<file path="src/rtl/ioxp_pkg.sv">
package ioxp_pkg;
  localparam int BYTE_W = 8;
  localparam int NPORT  = 2;
  localparam int PORT_W = BYTE_W * NPORT;
  localparam int IDX_W  = 3;

  localparam logic [1:0] GRP_IN  = 2'd0;
  localparam logic [1:0] GRP_OUT = 2'd1;
  localparam logic [1:0] GRP_POL = 2'd2;
  localparam logic [1:0] GRP_CFG = 2'd3;

  localparam logic [BYTE_W-1:0] OUT_RST = 8'hFF;
  localparam logic [BYTE_W-1:0] POL_RST = 8'h00;
  localparam logic [BYTE_W-1:0] CFG_RST = 8'hFF;

  typedef enum logic [3:0] {
    ST_IDLE, ST_ADDR, ST_ADDR_ACK, ST_CMD, ST_CMD_ACK,
    ST_WDATA, ST_WDATA_ACK, ST_RDATA, ST_RACK
  } link_st_e;

  // other member of the same register pair
  function automatic logic [IDX_W-1:0] pair_mate(input logic [IDX_W-1:0] idx);
    return {idx[IDX_W-1:1], ~idx[0]};
  endfunction

  // command byte names one of the eight registers
  function automatic logic cmd_ok(input logic [BYTE_W-1:0] c);
    return c[BYTE_W-1:IDX_W] == '0;
  endfunction

  function automatic logic [BYTE_W-1:0] apply_pol(input logic [BYTE_W-1:0] pin,
                                                  input logic [BYTE_W-1:0] pol);
    return pin ^ pol;
  endfunction
endpackage

</file>
<file path="src/rtl/ioxp_sync.sv">
module ioxp_sync #(
  parameter int STAGES = 2
) (
  input  logic clk,
  input  logic rst_n,
  input  logic d,
  output logic q
);
  logic [STAGES-1:0] chain;

  generate
    for (genvar s = 0; s < STAGES; s++) begin : g_stage
      if (s == 0) begin : g_first
        always_ff @(posedge clk or negedge rst_n)
          if (!rst_n) chain[0] <= 1'b1;
          else        chain[0] <= d;
      end else begin : g_next
        always_ff @(posedge clk or negedge rst_n)
          if (!rst_n) chain[s] <= 1'b1;
          else        chain[s] <= chain[s-1];
      end
    end
  endgenerate

  assign q = chain[STAGES-1];
endmodule

</file>
<file path="src/rtl/ioxp_bus_evt.sv">
module ioxp_bus_evt (
  input  logic clk,
  input  logic rst_n,
  input  logic scl_s,
  input  logic sda_s,
  output logic ev_rise,
  output logic ev_fall,
  output logic ev_start,
  output logic ev_stop
);
  logic scl_d, sda_d;

  always_ff @(posedge clk or negedge rst_n)
    if (!rst_n) begin
      scl_d <= 1'b1;
      sda_d <= 1'b1;
    end else begin
      scl_d <= scl_s;
      sda_d <= sda_s;
    end

  assign ev_rise  =  scl_s & ~scl_d;
  assign ev_fall  = ~scl_s &  scl_d;
  assign ev_start =  scl_s &  scl_d &  sda_d & ~sda_s;
  assign ev_stop  =  scl_s &  scl_d & ~sda_d &  sda_s;
endmodule

</file>
<file path="src/rtl/ioxp_regs.sv">
module ioxp_regs
  import ioxp_pkg::*;
(
  input  logic              clk,
  input  logic              rst_n,
  input  logic              wr_en,
  input  logic [IDX_W-1:0]  wr_idx,
  input  logic [BYTE_W-1:0] wr_data,
  input  logic [IDX_W-1:0]  rd_idx,
  input  logic [PORT_W-1:0] pins,
  output logic [BYTE_W-1:0] rd_data,
  output logic [PORT_W-1:0] drive_bus,
  output logic [PORT_W-1:0] dir_bus
);
  logic [PORT_W-1:0] pol_bus;

  generate
    for (genvar p = 0; p < NPORT; p++) begin : g_port
      logic [BYTE_W-1:0] out_r, pol_r, cfg_r;

      always_ff @(posedge clk or negedge rst_n)
        if (!rst_n) begin
          out_r <= OUT_RST;
          pol_r <= POL_RST;
          cfg_r <= CFG_RST;
        end else if (wr_en && wr_idx[0] == 1'(p)) begin
          unique case (wr_idx[IDX_W-1:1])
            GRP_OUT: out_r <= wr_data;
            GRP_POL: pol_r <= wr_data;
            GRP_CFG: cfg_r <= wr_data;
            default: ;  // input pair is read-only
          endcase
        end

      assign drive_bus[p*BYTE_W +: BYTE_W] = out_r;
      assign pol_bus[p*BYTE_W +: BYTE_W]   = pol_r;
      assign dir_bus[p*BYTE_W +: BYTE_W]   = cfg_r;
    end
  endgenerate

  logic rd_port;
  assign rd_port = rd_idx[0];

  always_comb begin
    unique case (rd_idx[IDX_W-1:1])
      GRP_IN:  rd_data = apply_pol(pins[rd_port*BYTE_W +: BYTE_W],
                                   pol_bus[rd_port*BYTE_W +: BYTE_W]);
      GRP_OUT: rd_data = drive_bus[rd_port*BYTE_W +: BYTE_W];
      GRP_POL: rd_data = pol_bus[rd_port*BYTE_W +: BYTE_W];
      default: rd_data = dir_bus[rd_port*BYTE_W +: BYTE_W];
    endcase
  end
endmodule

</file>
<file path="src/rtl/ioxp_link.sv">
module ioxp_link
  import ioxp_pkg::*;
#(
  parameter logic [6:0] DEV_ADDR = 7'h74
) (
  input  logic              clk,
  input  logic              rst_n,
  input  logic              sda_s,
  input  logic              ev_rise,
  input  logic              ev_fall,
  input  logic              ev_start,
  input  logic              ev_stop,
  input  logic [BYTE_W-1:0] rd_data,
  output logic              sda_pull,
  output logic [IDX_W-1:0]  ptr,
  output logic              wr_en,
  output logic [IDX_W-1:0]  wr_idx,
  output logic [BYTE_W-1:0] wr_data,
  output logic              ev_addr_miss,
  output logic              ev_cmd_reject,
  output link_st_e          st
);
  localparam int CNT_W = $clog2(BYTE_W + 1);
  localparam logic [CNT_W-1:0] CNT_FULL = CNT_W'(BYTE_W);
  localparam logic [CNT_W-1:0] CNT_LAST = CNT_W'(BYTE_W - 1);

  logic [CNT_W-1:0]  bitcnt;
  logic [BYTE_W-1:0] shreg;
  logic              rw;
  logic              byte_in;

  assign byte_in       = (bitcnt == CNT_FULL);
  assign ev_addr_miss  = (st == ST_ADDR) && ev_fall && byte_in &&
                         (shreg[BYTE_W-1:1] != DEV_ADDR);
  assign ev_cmd_reject = (st == ST_CMD) && ev_fall && byte_in && !cmd_ok(shreg);
  assign wr_en         = (st == ST_WDATA_ACK) && ev_fall;
  assign wr_idx        = ptr;
  assign wr_data       = shreg;

  always_ff @(posedge clk or negedge rst_n)
    if (!rst_n) begin
      st       <= ST_IDLE;
      bitcnt   <= '0;
      shreg    <= '0;
      rw       <= 1'b0;
      ptr      <= '0;
      sda_pull <= 1'b0;
    end else if (ev_stop) begin
      st       <= ST_IDLE;
      sda_pull <= 1'b0;
    end else if (ev_start) begin
      st       <= ST_ADDR;
      bitcnt   <= '0;
      sda_pull <= 1'b0;
    end else begin
      unique case (st)
        ST_ADDR, ST_CMD, ST_WDATA: begin
          if (ev_rise && !byte_in) begin
            shreg  <= {shreg[BYTE_W-2:0], sda_s};
            bitcnt <= bitcnt + 1'b1;
          end else if (ev_fall && byte_in) begin
            if (st == ST_ADDR) begin
              if (shreg[BYTE_W-1:1] == DEV_ADDR) begin
                sda_pull <= 1'b1;
                rw       <= shreg[0];
                st       <= ST_ADDR_ACK;
              end else begin
                st <= ST_IDLE;
              end
            end else if (st == ST_CMD) begin
              if (cmd_ok(shreg)) begin
                sda_pull <= 1'b1;
                ptr      <= shreg[IDX_W-1:0];
                st       <= ST_CMD_ACK;
              end else begin
                st <= ST_IDLE;
              end
            end else begin
              sda_pull <= 1'b1;
              st       <= ST_WDATA_ACK;
            end
          end
        end
        ST_ADDR_ACK: if (ev_fall) begin
          bitcnt <= '0;
          if (rw) begin
            shreg    <= rd_data;
            sda_pull <= ~rd_data[BYTE_W-1];
            st       <= ST_RDATA;
          end else begin
            sda_pull <= 1'b0;
            st       <= ST_CMD;
          end
        end
        ST_CMD_ACK: if (ev_fall) begin
          sda_pull <= 1'b0;
          bitcnt   <= '0;
          st       <= ST_WDATA;
        end
        ST_WDATA_ACK: if (ev_fall) begin
          sda_pull <= 1'b0;
          bitcnt   <= '0;
          ptr      <= pair_mate(ptr);
          st       <= ST_WDATA;
        end
        ST_RDATA: if (ev_fall) begin
          if (bitcnt == CNT_LAST) begin
            sda_pull <= 1'b0;
            st       <= ST_RACK;
          end else begin
            sda_pull <= ~shreg[BYTE_W-2];
            shreg    <= {shreg[BYTE_W-2:0], 1'b0};
            bitcnt   <= bitcnt + 1'b1;
          end
        end
        ST_RACK: begin
          if (ev_rise) begin
            ptr <= pair_mate(ptr);
            if (sda_s) st <= ST_IDLE;  // controller refused the byte
          end else if (ev_fall) begin
            shreg    <= rd_data;
            sda_pull <= ~rd_data[BYTE_W-1];
            bitcnt   <= '0;
            st       <= ST_RDATA;
          end
        end
        default: ;
      endcase
    end
endmodule

</file>
<file path="src/rtl/ioxp_port_ctrl.sv">
module ioxp_port_ctrl
  import ioxp_pkg::*;
#(
  parameter logic [6:0] DEV_ADDR    = 7'h74,
  parameter int         SYNC_STAGES = 2
) (
  input  logic        clk,
  input  logic        rst_n,
  input  logic        scl_i,
  input  logic        sda_i,
  output logic        sda_pull_o,
  input  logic [15:0] pins_i,
  output logic [15:0] drive_o,
  output logic [15:0] dir_o
);
  logic              scl_s, sda_s;
  logic              ev_rise, ev_fall, ev_start, ev_stop;
  logic              ev_addr_miss, ev_cmd_reject;
  logic              wr_en;
  logic [IDX_W-1:0]  wr_idx, ptr;
  logic [BYTE_W-1:0] wr_data, rd_data;
  link_st_e          link_st;

  ioxp_sync #(.STAGES(SYNC_STAGES)) u_scl_sync (
    .clk(clk), .rst_n(rst_n), .d(scl_i), .q(scl_s));
  ioxp_sync #(.STAGES(SYNC_STAGES)) u_sda_sync (
    .clk(clk), .rst_n(rst_n), .d(sda_i), .q(sda_s));

  ioxp_bus_evt u_evt (
    .clk(clk), .rst_n(rst_n), .scl_s(scl_s), .sda_s(sda_s),
    .ev_rise(ev_rise), .ev_fall(ev_fall), .ev_start(ev_start), .ev_stop(ev_stop));

  ioxp_link #(.DEV_ADDR(DEV_ADDR)) u_link (
    .clk(clk), .rst_n(rst_n), .sda_s(sda_s),
    .ev_rise(ev_rise), .ev_fall(ev_fall), .ev_start(ev_start), .ev_stop(ev_stop),
    .rd_data(rd_data), .sda_pull(sda_pull_o), .ptr(ptr),
    .wr_en(wr_en), .wr_idx(wr_idx), .wr_data(wr_data),
    .ev_addr_miss(ev_addr_miss), .ev_cmd_reject(ev_cmd_reject), .st(link_st));

  ioxp_regs u_regs (
    .clk(clk), .rst_n(rst_n), .wr_en(wr_en), .wr_idx(wr_idx), .wr_data(wr_data),
    .rd_idx(ptr), .pins(pins_i), .rd_data(rd_data),
    .drive_bus(drive_o), .dir_bus(dir_o));
endmodule

</file>
<file path="config.mk">
export PLATFORM = sky130hd
export DESIGN_NAME = ioxp_port_ctrl
export DESIGN_NICKNAME = d
export VERILOG_FILES = /design/src/rtl/ioxp_pkg.sv /design/src/rtl/ioxp_sync.sv /design/src/rtl/ioxp_bus_evt.sv /design/src/rtl/ioxp_regs.sv /design/src/rtl/ioxp_link.sv /design/src/rtl/ioxp_port_ctrl.sv
export SDC_FILE = /design/constraint.sdc
export NUM_CORES = 1
export LEC_CHECK = 0
export ABC_AREA = 0
export BUFFER_PORTS_ARGS = -buffer_cell sky130_fd_sc_hd__buf_2
export CAP_MARGIN = 20
export CELL_PAD_IN_SITES_DETAIL_PLACEMENT = 1
export CELL_PAD_IN_SITES_GLOBAL_PLACEMENT = 2
export CORE_UTILIZATION = 35
export CTS_CLUSTER_SIZE = 16
export DETAILED_ROUTE_END_ITERATION = 7
export PLACE_DENSITY_LB_ADDON = 0.12
export SLEW_MARGIN = 20
export SYNTH_ARGS = -nofsm -noshare
export SYNTH_HDL_FRONTEND = slang
export SYNTH_SLANG_ARGS = --single-unit
export TNS_END_PERCENT = 1
</file>
<file path="constraint.sdc">
create_clock -name clk -period 7.1 [get_ports clk]
set_clock_uncertainty 0.2 [all_clocks]
set_input_delay 1.42 -clock clk [delete_from_list [all_inputs] [get_ports clk]]
set_output_delay 1.42 -clock clk [all_outputs]
set_load 0.01 [all_outputs]
</file>
After elaboration in Yosys (flattened, before gate mapping):

Index checks and enable logic that the tools add are counted.

* input bits: 20
* output and inout bits: 33
* register bits after elaboration: 75
* logic and storage cells: 174

* shifts and indexed selects: 4
* bitwise gates (word level): 21
* add/subtract/negate cells: 1
* reduce and logical (&&, ||, !) cells: 28
* eq/ne operators: 44
* mux-type cells: 57

Operators by type and width (number)
* 4-bit 2-to-1 mux: 18
* 16-bit by 5-bit indexed part select with 8-bit output: 4
* 8-bit 2-to-1 mux: 7
* 10-bit AND reduction: 4
* 8-bit one-hot mux with 4 select lines: 1
* 3-bit 2-to-1 mux: 8
* 8-bit one-hot mux with 3 select lines: 1
* 4-bit by 3-bit equality test with 1-bit output, second input constant: 5
* 2-bit by 1-bit inequality test with 1-bit output, second input constant: 10
* 4-bit by 3-bit inequality test with 1-bit output, second input constant: 5
* 4-bit one-hot mux with 5 select lines: 1
* 1-bit 2-to-1 mux: 17
* 4-bit one-hot mux with 4 select lines: 1
* 1-bit inverter: 13
* 2-bit AND reduction: 6
* 5-bit inequality test, second input constant: 2
* 3-bit one-hot mux with 3 select lines: 1
* 9-bit AND reduction: 1
* 4-bit by 2-bit equality test with 1-bit output, second input constant: 2
* 4-bit equality test, second input constant: 2
* 2-bit inequality test, second input constant: 4
* 4-bit inequality test, second input constant: 2
* 8-bit bitwise XOR: 1
* 1-bit bitwise AND: 7
* other kinds (24): 32

Depth between registers and ports, before layout:

Gate-level depths: netlist of run 1.

* depth after elaboration: 9
* mapped depth: 8
* depth with buffers taken out: 7

By module:

Synthesis of run 1 repeated with hierarchy kept, for this count alone.

* cells, all modules: 380
* area total of the unflattened synthesis: 4381.7 sq um

Modules (own cells, without submodules)
* ioxp_regs: cells an instance 188, area each 2592.5 sq um, instances 1
* ioxp_link: cells an instance 182, area each 1599.0 sq um, instances 1
* ioxp_sync: cells an instance 2, area each 52.6 sq um, instances 2
* ioxp_bus_evt: cells an instance 6, area each 85.1 sq um, instances 1

Least setup slack after synthesis of run 1:

No wires, ideal clock.

* path type: input-to-reg
* from: input port pins_i[6]
* to: register u_link.shreg[6], in the netlist u_link.wr_data[6]
* arrival time: 2.394 ns
* path buffers: 0
* cell stages on the path: 5
* data required time: 6.775 ns
* setup slack: 4.381 ns
* library setup time: 0.125 ns
* cells stage by stage: or2_2 > a21oi_1 > a221oi_1 > a221o_1 > mux2_2

* longest elaborated chain between the ends: 6
* elaborated cells on any way between the ends: 8
* classes of those cells: shift (1); mux (6); bitwise (1)

Ends and longest elaborated chain
* start, declared: line ioxp_port_ctrl.sv:12 `input logic [15:0] pins_i,`
* 16-bit by 5-bit indexed part select with 8-bit output *: line ioxp_regs.sv:46 `GRP_IN: rd_data = apply_pol(pins[rd_port*BYTE_W +: BYTE_W],`
* 8-bit bitwise XOR *: line ioxp_pkg.sv:33 `return pin ^ pol;`
* 8-bit one-hot mux with 3 select lines *: line ioxp_regs.sv:45 `unique case (rd_idx[IDX_W-1:1])`
* 8-bit 2-to-1 mux (on tied branches): line ioxp_link.sv:120, ioxp_link.sv:86
* 8-bit 2-to-1 mux (on tied branches): line ioxp_link.sv:117, ioxp_link.sv:84
* 8-bit one-hot mux with 4 select lines *: line ioxp_link.sv:56 `unique case (st)`
* end signal, assigned: line ioxp_link.sv:59 `shreg <= {shreg[BYTE_W-2:0], sda_s};`
* end signal, assigned: line ioxp_link.sv:112 `shreg <= {shreg[BYTE_W-2:0], 1'b0};`
* end signal, assigned: line ioxp_link.sv:121 `shreg <= rd_data;`
* end, declared: line ioxp_link.sv:28 `logic [BYTE_W-1:0] shreg;`

Every way passes the cells marked *; elsewhere a longest branch is shown, timed or not. The select of a mux whose other input is x is not followed.
A chain may end at the register's enable or synchronous reset.

Worst setup path after layout of run 1:

* from: register u_link.ptr[2]
* to: register u_link.shreg[4], in the netlist u_link.wr_data[4]

* longest elaborated chain between the ends: 5
* elaborated cells on any way between the ends: 9
* classes of those cells: eq/ne (2); mux (6); reduce/logical (1)

Ends and longest elaborated chain
* start, declared: line ioxp_link.sv:15 `output logic [IDX_W-1:0] ptr,`
* start signal, assigned: line ioxp_link.sv:73 `ptr <= shreg[IDX_W-1:0];`
* start signal, assigned: line ioxp_link.sv:103 `ptr <= pair_mate(ptr);`
* start signal, assigned: line ioxp_link.sv:118 `ptr <= pair_mate(ptr);`
* 2-bit equality test, or another cell as far along: line ioxp_regs.sv:45
* 8-bit one-hot mux with 3 select lines *: line ioxp_regs.sv:45
* 8-bit 2-to-1 mux (on tied branches): line ioxp_link.sv:120, ioxp_link.sv:86
* 8-bit 2-to-1 mux (on tied branches): line ioxp_link.sv:117, ioxp_link.sv:84
* 8-bit one-hot mux with 4 select lines *: line ioxp_link.sv:56

Marks and branches as above.

==> qor.yml, run 1 <==
status:
  outcome: "finished clean"
cts:
  cts_hold_buffers: 0
  cts_sinks: 75
  clock_path_buffers: 2
  post_cts_resized: 0
  cts_setup_buffers: 0
  cts_inserted_buffers: 9
  path_clk_slew_ns: 0.06
  clk_latency_ns: 0.34
  htree_levels: 3
  root_buffer: "clkbuf_16"
  cts_tree: "done"
timing:
  setup_ws_ns: 3.96
  fmax_mhz: 318
  hold_viol: 0
  drv_slew: 0
  finalSetupViolations: 0
  min_period_ns: 3.14
  tns_ns: 0
  slew_headroom_pct: 34.9
  rsz0062_at_grt: "false"
  tightest_slew_ns: 0.976
  finalCritPeriodShare_pct: 44.3
global_routing:
  grt_max_degree: 76
  grt_overflow: 0
  grt_usage_pct: 20.6
  grt_pass1_wl_um: 20300
  grt_pass1_vias: 3550
  antenna_found_initial: 0
placed_design:
  place_area_sq_um: 4840
  pre_cts_ws_ns: 3.93
  gp_congestion: 0.802
  io_buffers: 52
  hpwl_um: 8650
worst_hold_path:
  min_from: "u_scl_sync.chain[0]$_DFF_PN1_"
  hp-class: "reg2reg"
yosys:
  synth_edf_count: 0
  syn_inst: 409
  yosysSeqAreaShare_pct: 43.0
  synth_top_cell_by_area: "dfstp_2"
  synth_area_leaders: "dfstp_2 (22%), dfrtp_1 (21%), mux2_2 (15%)"
  synth_top_area_share_pct: 22.3
  synthArstFlopShare_pct: 100
  syn_avg_cell_area_sq_um: 11.0
  ys_warn_count: 0
  yosysUniqueCellTypes: 64
  synth_nets: 434
  netlist_area_sq_um: 4480
  ys.flop_type: "dfstp_2"
  synth_seq_cells: 75
layout:
  final-seq-area_sq_um: 1920
  layout-drive-gt1-share_pct: 40.6
  antenna-diode-count: 0
  fin_nets: 473
  final_cell_area_sq_um: 5130
  fillCellCount: 1372
  multiInputGateArea_sq_um: 2390
  area_growth_pct: 14.6
detailed_routing:
  viasPerCell: 5.53
  routedWlPerCell_um: 20.1
  via_count: 3437
  wirelength_um: 12500
  drtIter0Drc: 146
  drc: 0
  drt_first_pass_iters: 4
  ant_nets: 0
critical_path:
  worstPathCellList: "nand2b_1 > mux4_2 > and3_1 > a211o_1 > mux2_2"
  crit_path_top_delay_cell: "dfrtp_1"
  r2r_slack_ns: 3.96
  worst_ep_arrival_time_ns: 3.17
  critPathTopFamily: "flip-flops"
  crit_type: "reg2reg"
  endpoint_kind: "register"
  reg2reg_from: "u_link.ptr[2]$_DFFE_PN0P_"
  required_ns: 7.13
  critPathMaxFanout: 30
  cpPeakStageDelay_ns: 0.91
  path_buf_inv: 0
  crit_start: "u_link.ptr[2]$_DFFE_PN0P_"
  startpoint_type: "register"
power_and_ir_drop:
  leakage_nw: 2.28
  powerDensity_nw_per_um2: 257
  ir_worst_vdd_uv: 182
  power_w: 0.00132
run:
  drv_cap: 0
die:
  core_area_sq_um: 12300
  rows: 40
  io_pins: 53
  die_h_um: 115
  start_util_pct: 36.5
  die_w_um: 115
  dieArea_sq_um: 13300
==> Yosys cell counts (3+ instances only) <==
| master | instances |
|---|---|
| a211o_1 | 3 |
| a21o_1 | 3 |
| a21oi_1 | 21 |
| a221oi_1 | 4 |
| a32oi_1 | 7 |
| and3b_1 | 15 |
| buf_2 | 9 |
| clkbuf_1 | 13 |
| dfrtp_1 | 37 |
| dfstp_2 | 38 |
| ha_1 | 5 |
| inv_1 | 11 |
| mux2_2 | 59 |
| mux2i_1 | 10 |
| mux4_1 | 4 |
| mux4_2 | 4 |
| nand2_1 | 18 |
| nand2b_1 | 7 |
| nand3_1 | 5 |
| nand3b_1 | 9 |
| nand4_1 | 4 |
| nor2_1 | 26 |
| nor2b_1 | 8 |
| o21a_1 | 4 |
| o21ai_0 | 24 |
| o21bai_1 | 8 |
| or2_2 | 4 |
==> routing by layer <==
| metal | up-vias | GRT usage [%] | wire length (um) |
|---|---|---|---|
| li1 | 1614 | - | - |
| met1 | 1745 | 30.6 | 6410 |
| met2 | 65 | 30.4 | 5480 |
| met3 | 13 | 3.16 | 407 |
| met4 | 0 | 6.84 | 163 |
| met5 | - | 0 | 0 |
==> worst reg2reg max path, stage by stage (launching register included) <==
cell	delay [ns]
dfrtp_1	0.91
nand2b_1	0.62
mux4_2	0.60
and3_1	0.20
a211o_1	0.26
mux2_2	0.26
==> placed cells by master, fill, tap and decap left out, drive strengths merged, types with 7 or more instances in the layout <==
cell type	instances
nand2b	8
nor2	28
dfrtp	37
nand2	18
buf	54
nor2b	8
nand3b	9
and3b	15
a32oi	7
inv	14
o21ai	25
o21bai	8
mux4	8
mux2i	10
mux2	59
dfstp	38
a21oi	21
clkbuf	11
==> cells by family (layout without fill, tap and decap cells) <==
| kind of cell | Yosys count | after routing | share of synthesized area, % |
|---|---|---|---|
| AND/OR/NAND/NOR | 117 | 117 | 15.6 |
| flip-flops | 75 | 75 | 43.0 |
| AO/OA/AOI/OAI | 97 | 97 | 14.6 |
| buffers and inverters | 37 | 81 | 3.77 |
| adder cells (fa/ha/maj) | 5 | 5 | 1.40 |
| multiplexers | 77 | 77 | 21.4 |
| XOR/XNOR | 1 | 1 | 0.196 |
==> state kept, by name (all words and copies together), names as in the netlist <==
name and cells:
u_regs.g_port.cfg_r 16, u_regs.g_port.out_r 16, u_regs.g_port.pol_r 16, u_link.wr_data 8, u_link.bitcnt 4, u_link.st 4
u_link.ptr 3, u_evt.scl_d 1, u_evt.sda_d 1, u_link.rw 1, u_link.sda_pull 1, u_scl_sync.chain 1
u_scl_sync.q 1, u_sda_sync.chain 1, u_sda_sync.q 1
==> through the flow <==
stage / cells / util [%] / hold slack [ns]
2_1_floorplan: 409 / - / 0.145
3_3_place_gp: 605 / 39.5 / 0.146
3_5_place_dp: 605 / 39.5 / 0.149
4_1_cts: 621 / 41.9 / 0.158
5_1_grt: 621 / 41.9 / 0.158
6_report: 621 / 41.9 / 0.155
==> final cells by class <==
cell class,count,area share (%)
multi-input cells,297,46.5
well taps,168,4.09
clock buffers,11,5.14
flip-flops and latches,75,37.5
inverters,11,0.804
repair buffers,54,5.41
clock inverters,5,0.609
==> final timing paths <==
kind                       cells past startpoint                                     to
max reg2reg                                    5          u_link.wr_data[4]$_DFFE_PN0P_
max                                            5          u_link.wr_data[4]$_DFFE_PN0P_
min reg2reg                                    0                 u_scl_sync.q$_DFF_PN1_
min                                            0                 u_scl_sync.q$_DFF_PN1_
max in group asynchronous                      1               u_link.st[0]$_DFFE_PN0P_
min in group asynchronous                      1  u_regs.g_port[1].pol_r[4]$_DFFE_PN0P_
==> where the power goes <==
group	leakage [nW]	switching [W]	internal (W)	total [W]
sequential	0.871	0.000107	0.000467	0.000574
clock	0.152	0.000191	0.000268	0.000459
combinational	1.25	0.000156	0.000129	0.000285
Power figures use the tool's default switching activity.
==> run 2, diff against run 1 <==
Clock period 7.1 ns to 2.9 ns, I/O delays scaled along.
==> run 2 against run 1 <==
Final area up 2.6%; combinational power rose to 2.7 times the previous value; critical endpoint is now u_link.bitcnt[3]$_DFFE_PN0P_; largest power group unchanged; flip-flop and latch count unchanged; largest cell class unchanged; count of clock-buffer cells in the layout down 1; register-to-register slack worse by 3.7 ns; sequential power up 140%.
==> qor.yml, run 2 (synthesis results as in run 1) <==
timing:
  slew_headroom_pct: 49.0  # was 34.9%
  drv_slew: 0  # unchanged
  finalCritPeriodShare_pct: 90.8  # was 44.3%
  rsz0062_at_grt: "false"  # unchanged
  min_period_ns: 2.63  # was 3.14 ns
  holdWs_ns: 0.101  # was 0.155 ns
  fmax_mhz: 380  # was 318 MHz
  hold_viol: 0  # unchanged
  tightest_slew_ns: 0.765  # was 0.976 ns
  setup_ws_ns: 0.267  # was 3.96 ns
  tns_ns: 0  # unchanged
  finalSetupViolations: 0  # unchanged
detailed_routing:
  ant_nets: 0  # unchanged
  drtIter0Drc: 125  # was 146
  wirelength_um: 12500  # about the same
  via_count: 3511  # was 3437
  drc: 0  # unchanged
  viasPerCell: 5.52  # was 5.53
  drt_first_pass_iters: 4  # unchanged
  routedWlPerCell_um: 19.7  # was 20.1 um
global_routing:
  grt_usage_pct: 20.6  # about the same
  antenna_found_initial: 0  # unchanged
  grt_pass1_vias: 3582  # was 3550
  grt_overflow: 0  # unchanged
  grt_pass1_wl_um: 20300  # about the same
  grt_max_degree: 58  # was 76
layout:
  antenna-diode-count: 0  # unchanged
  final_util_pct: 42.9  # was 41.9%
  mostFrequentLayoutCell: "mux2_2"  # unchanged
  fin_nets: 488  # was 473
  layout-drive-gt1-share_pct: 42.5  # was 40.6%
  final_cell_mix: "mux2_2 (59), buf_2 (51), dfstp_2 (38)"  # unchanged
  area_growth_pct: 17.6  # was 14.6%
  top_regs: "u_regs.g_port.cfg_r (16), u_regs.g_port.out_r (16), u_regs.g_port.pol_r (16)"  # unchanged
die:
  io_pins: 53  # unchanged
  rows: 40  # unchanged
  die_w_um: 115  # unchanged
  core_area_sq_um: 12300  # unchanged
  start_util_pct: 36.5  # unchanged
  die_h_um: 115  # unchanged
  dieArea_sq_um: 13300  # unchanged
cts:
  clock_path_buffers: 2  # unchanged
  cts_sinks: 75  # unchanged
  clk_latency_ns: 0.34  # about the same
  root_buffer: "clkbuf_16"  # unchanged
  post_cts_resized: 0  # unchanged
  cts_setup_buffers: 0  # unchanged
  cts_tree: "done"  # unchanged
  cts_hold_buffers: 0  # unchanged
  cts_inserted_buffers: 9  # unchanged
  path_clk_slew_ns: 0.06  # about the same
  htree_levels: 3  # unchanged
critical_path:
  r2r_slack_ns: 0.27  # was 3.96 ns
  reg2reg_from: "u_evt.scl_d$_DFF_PN1_"  # was u_link.ptr[2]$_DFFE_PN0P_
  rr_endpoint: "u_link.bitcnt[3]$_DFFE_PN0P_"  # was u_link.wr_data[4]$_DFFE_PN0P_
  critPathMaxFanout: 7  # was 30
  crit_type: "reg2reg"  # unchanged
  crit_end: "u_link.bitcnt[3]$_DFFE_PN0P_"  # was u_link.wr_data[4]$_DFFE_PN0P_
  required_ns: 2.92  # was 7.13 ns
  startpoint_type: "register"  # unchanged
  endpoint_kind: "register"  # unchanged
  worst_ep_arrival_time_ns: 2.66  # was 3.17 ns
  rr_worst_depth: 6  # was 5
  crit_start: "u_evt.scl_d$_DFF_PN1_"  # was u_link.ptr[2]$_DFFE_PN0P_
placed_design:
  pre_cts_ws_ns: 0.302  # was 3.93 ns
  io_buffers: 52  # unchanged
  hpwl_um: 8910  # was 8650 um
  gp_congestion: 0.777  # was 0.802
power_and_ir_drop:
  ir_worst_vdd_uv: 519  # was 182 uV
  p_clk_share_pct: 34.7  # was 34.8%
  intPower_w: 0.00219  # was 0.000864 W
  comb_power_share_pct: 23.5  # was 21.6%
  leakage_nw: 2.35  # was 2.28 nW
  seqPwrFrac_pct: 41.8  # was 43.5%
  p_switching_w: 0.00110  # was 0.000454 W
  powerDensity_nw_per_um2: 625  # was 257 nW/um^2
  power_w: 0.00329  # was 0.00132 W
  p_sw_share_pct: 33.6  # was 34.5%
run:
  drv_cap: 0  # unchanged
status:
  outcome: "finished clean"  # unchanged
worst_hold_path:
  hp-class: "in2async"  # was reg2reg
[run 2: cell count changes in the layout (fill, tap and decap cells not counted)]
cell,delta
clkinv_2,+1
clkinv_4,+1
buf_12,+1
buf_4,+14
bufinv_16,+1
clkbuf_16,-1
inv_4,-2
[run 2: area by class of cell]
cell class              count  area [sq um]
repair buffers             69           403
inverters                  11          41.3
clock buffers              10           239
clock inverters             6          62.6
multi-input cells         297          2390
flip-flops and latches     75          1920
well taps                 168           210
fillers                  1353          7000
[run 2: metal layers]
metal,wire length [um],vias up,track usage [%]
met2,5610,67,31.4
li1,-,1638,-
met5,0,-,0
met4,152,0,6.49
met1,6240,1795,29.5
met3,511,11,4.01
[run 2: worst min-delay path by stage]
stage	endpoint	slack [ns]	start	cells past startpoint
6_report	u_regs.g_port[0].pol_r[5]$_DFFE_PN0P_	0.10	rst_n	1
5_1_grt	u_scl_sync.chain[0]$_DFF_PN1_	0.12	scl_i	1
4_1_cts	u_scl_sync.chain[0]$_DFF_PN1_	0.13	scl_i	1
3_5_place_dp	u_sda_sync.q$_DFF_PN1_	0.15	u_sda_sync.chain[0]$_DFF_PN1_	0
3_3_place_gp	u_sda_sync.q$_DFF_PN1_	0.15	u_sda_sync.chain[0]$_DFF_PN1_	0
2_1_floorplan	u_link.bitcnt[0]$_DFFE_PN0P_	0.08	rst_n	0
[run 2: power groups by stage]
stage	logic, W	clock network, W	registers [W]
after floorplan	0.000649	0	0.00121
after global placement	0.000761	0	0.00139
after detailed placement	0.000777	0	0.00139
after CTS	0.000780	0.00117	0.00138
after global routing	0.000861	0.00122	0.00140
final	0.000774	0.00114	0.00137
[run 2: worst max-delay path: stages (launching register included)]
cell,delay (ns)
dfstp_2,0.54
ha_1,0.33
nor4bb_1,0.33
o21bai_1,0.12
a211oi_1,0.49
o221ai_1,0.21
a32o_1,0.29
[run 2: stage by stage]
step / instance area (sq um) / cells
2_1_floorplan: 4480 / 409
3_3_place_gp: 4960 / 620
3_5_place_dp: 4960 / 620
4_1_cts: 5270 / 636
5_1_grt: 5270 / 636
6_report: 5270 / 636
==> run 3, diff against run 2 <==
Settings changed: CORE_ASPECT_RATIO set to 0.9.
==> run 3 against run 2 <==
Critical path depth did not move; die area barely moved; register-to-register slack improved by 0.02 ns; critical endpoint unchanged; largest power group unchanged; non-clock buffer count is 4 lower; highest routed layer unchanged; global-route usage is 0.17 points higher; flip-flop and latch count did not move; core utilization shrank 0.16 points; maximum frequency up 0.76%; via count shrank 1.2%.
==> qor.yml, run 3 (synthesis results as in run 1) <==
cts:
  htree_levels: 3  # unchanged
  clock_path_buffers: 2  # unchanged
  cts_inserted_buffers: 9  # unchanged
  root_buffer: "clkbuf_16"  # unchanged
  clk_latency_ns: 0.34  # about the same
  cts_setup_buffers: 0  # unchanged
  path_clk_slew_ns: 0.06  # about the same
  cts_hold_buffers: 0  # unchanged
  cts_tree: "done"  # unchanged
  post_cts_resized: 0  # unchanged
  cts_sinks: 75  # unchanged
die:
  core_area_sq_um: 12300  # about the same
  dieArea_sq_um: 13300  # about the same
  start_util_pct: 36.5  # about the same
  die_w_um: 121  # was 115 um
  io_pins: 53  # unchanged
  rows: 38  # was 40
  die_h_um: 109  # was 115 um
global_routing:
  grt_overflow: 0  # unchanged
  grt_pass1_vias: 3587  # was 3582
  grt_max_degree: 76  # was 58
  grt_pass1_wl_um: 20500  # was 20300 um
  grt_usage_pct: 20.8  # was 20.6%
  antenna_found_initial: 0  # unchanged
critical_path:
  startpoint_type: "register"  # unchanged
  reg2reg_from: "u_evt.scl_d$_DFF_PN1_"  # unchanged
  required_ns: 2.94  # was 2.92 ns
  cpPeakStageDelay_ns: 0.54  # about the same
  crit_type: "reg2reg"  # unchanged
  worst_ep_arrival_time_ns: 2.65  # was 2.66 ns
  path_buf_inv: 0  # unchanged
  crit_start: "u_evt.scl_d$_DFF_PN1_"  # unchanged
  endpoint_kind: "register"  # unchanged
  crit_path_top_delay_cell: "dfstp_2"  # unchanged
  critPathMaxFanout: 7  # unchanged
  worstPathCellList: "ha_1 > nor4bb_1 > o21bai_1 > a211oi_1 > o221ai_1 > a32o_1"  # unchanged
  critPathTopFamily: "compound AO/OA/AOI/OAI gates"  # unchanged
layout:
  fin_nets: 484  # was 488
  top_regs: "u_regs.g_port.cfg_r (16), u_regs.g_port.out_r (16), u_regs.g_port.pol_r (16)"  # unchanged
  antenna-diode-count: 0  # unchanged
  layout-drive-gt1-share_pct: 41.8  # was 42.5%
  mostFrequentLayoutCell: "mux2_2"  # unchanged
  area_growth_pct: 17.2  # was 17.6%
  final_cell_mix: "mux2_2 (59), buf_2 (51), dfstp_2 (38)"  # unchanged
  layout.cells.non_filler: 624  # was 636
detailed_routing:
  routedWlPerCell_um: 19.9  # was 19.7 um
  drtIter0Drc: 159  # was 125
  wirelength_um: 12400  # was 12500 um
  drc: 0  # unchanged
  drt_first_pass_iters: 4  # unchanged
  ant_nets: 0  # unchanged
  viasPerCell: 5.56  # was 5.52
  via_count: 3470  # was 3511
worst_hold_path:
  hp-class: "in2async"  # unchanged
timing:
  tns_ns: 0  # unchanged
  min_period_ns: 2.61  # was 2.63 ns
  finalSetupViolations: 0  # unchanged
  setup_ws_ns: 0.287  # was 0.267 ns
  fmax_mhz: 383  # was 380 MHz
  slew_headroom_pct: 50.6  # was 49.0%
  drv_slew: 0  # unchanged
  finalCritPeriodShare_pct: 90.1  # was 90.8%
  rsz0062_at_grt: "false"  # unchanged
  tightest_slew_ns: 0.734  # was 0.765 ns
  hold_viol: 0  # unchanged
placed_design:
  hpwl_um: 8710  # was 8910 um
  dp_cells: 608  # was 620
  io_buffers: 52  # unchanged
  pre_cts_ws_ns: 0.295  # was 0.302 ns
  gp_congestion: 0.814  # was 0.777
power_and_ir_drop:
  comb_power_share_pct: 22.9  # was 23.5%
  ir_worst_vdd_uv: 362  # was 519 uV
  p_clk_share_pct: 36.1  # was 34.7%
  intPower_w: 0.00224  # was 0.00219 W
  leakage_nw: 2.34  # was 2.35 nW
  seqPwrFrac_pct: 41.0  # was 41.8%
  p_sw_share_pct: 33.1  # was 33.6%
  powerDensity_nw_per_um2: 637  # was 625 nW/um^2
  p_switching_w: 0.00111  # was 0.00110 W
status:
  outcome: "finished clean"  # unchanged
run:
  drv_cap: 0  # unchanged
-- run 3: changes by cell type in the layout (fill, tap and decap cells not counted) --
cell	change
clkbuf_1	+1
clkbuf_16	+1
buf_4	-4
clkinv_4	+1
clkinv_2	-3
-- run 3: layout make-up --
type | count | area (sq um)
repair buffers | 65 | 373
clock buffers | 12 | 268
multi-input cells | 297 | 2390
clock inverters | 4 | 56.3
flip-flops and latches | 75 | 1920
fillers | 1353 | 7020
well taps | 160 | 200
inverters | 11 | 41.3
-- run 3: metal layers --
layer	global-route usage [%]	part of all wire (%)
met1	31.1	52
met2	30.5	43
met3	4.51	4.0
met4	4.50	0.85
met5	0	0
-- run 3: metrics by stage --
stage | total power, W | util (%) | hold WS, ns | instance area, sq um
2_1_floorplan | 0.00186 | - | 0.0844 | 4480
3_3_place_gp | 0.00213 | 40.1 | 0.146 | 4920
3_5_place_dp | 0.00215 | 40.1 | 0.148 | 4920
4_1_cts | 0.00338 | 42.8 | 0.0645 | 5250
5_1_grt | 0.00355 | 42.8 | 0.0808 | 5250
6_report | 0.00334 | 42.8 | 0.0403 | 5250
-- run 3: path summary, 6_finish.rpt --
check,slack (ns),endpoint,depth (start not counted)
worst max-delay path,0.29,u_link.bitcnt[3]$_DFFE_PN0P_,6
worst min-delay path,0.04,u_regs.g_port[0].pol_r[1]$_DFFE_PN0P_,2
worst max register to register,0.29,u_link.bitcnt[3]$_DFFE_PN0P_,6
worst min register to register,0.16,u_sda_sync.q$_DFF_PN1_,0
max in group asynchronous,2.08,u_regs.g_port[0].cfg_r[2]$_DFFE_PN1P_,2
min in group clk,0.13,u_sda_sync.chain[0]$_DFF_PN1_,1
-- run 3: power groups by stage --
stage	combinational (W)	sequential [W]	clock [W]
global placement	0.000754	0.00138	0
detailed placement	0.000764	0.00138	0
CTS	0.000768	0.00137	0.00125
floorplan	0.000649	0.00121	0
global route	0.000860	0.00140	0.00129
finish	0.000765	0.00137	0.00121
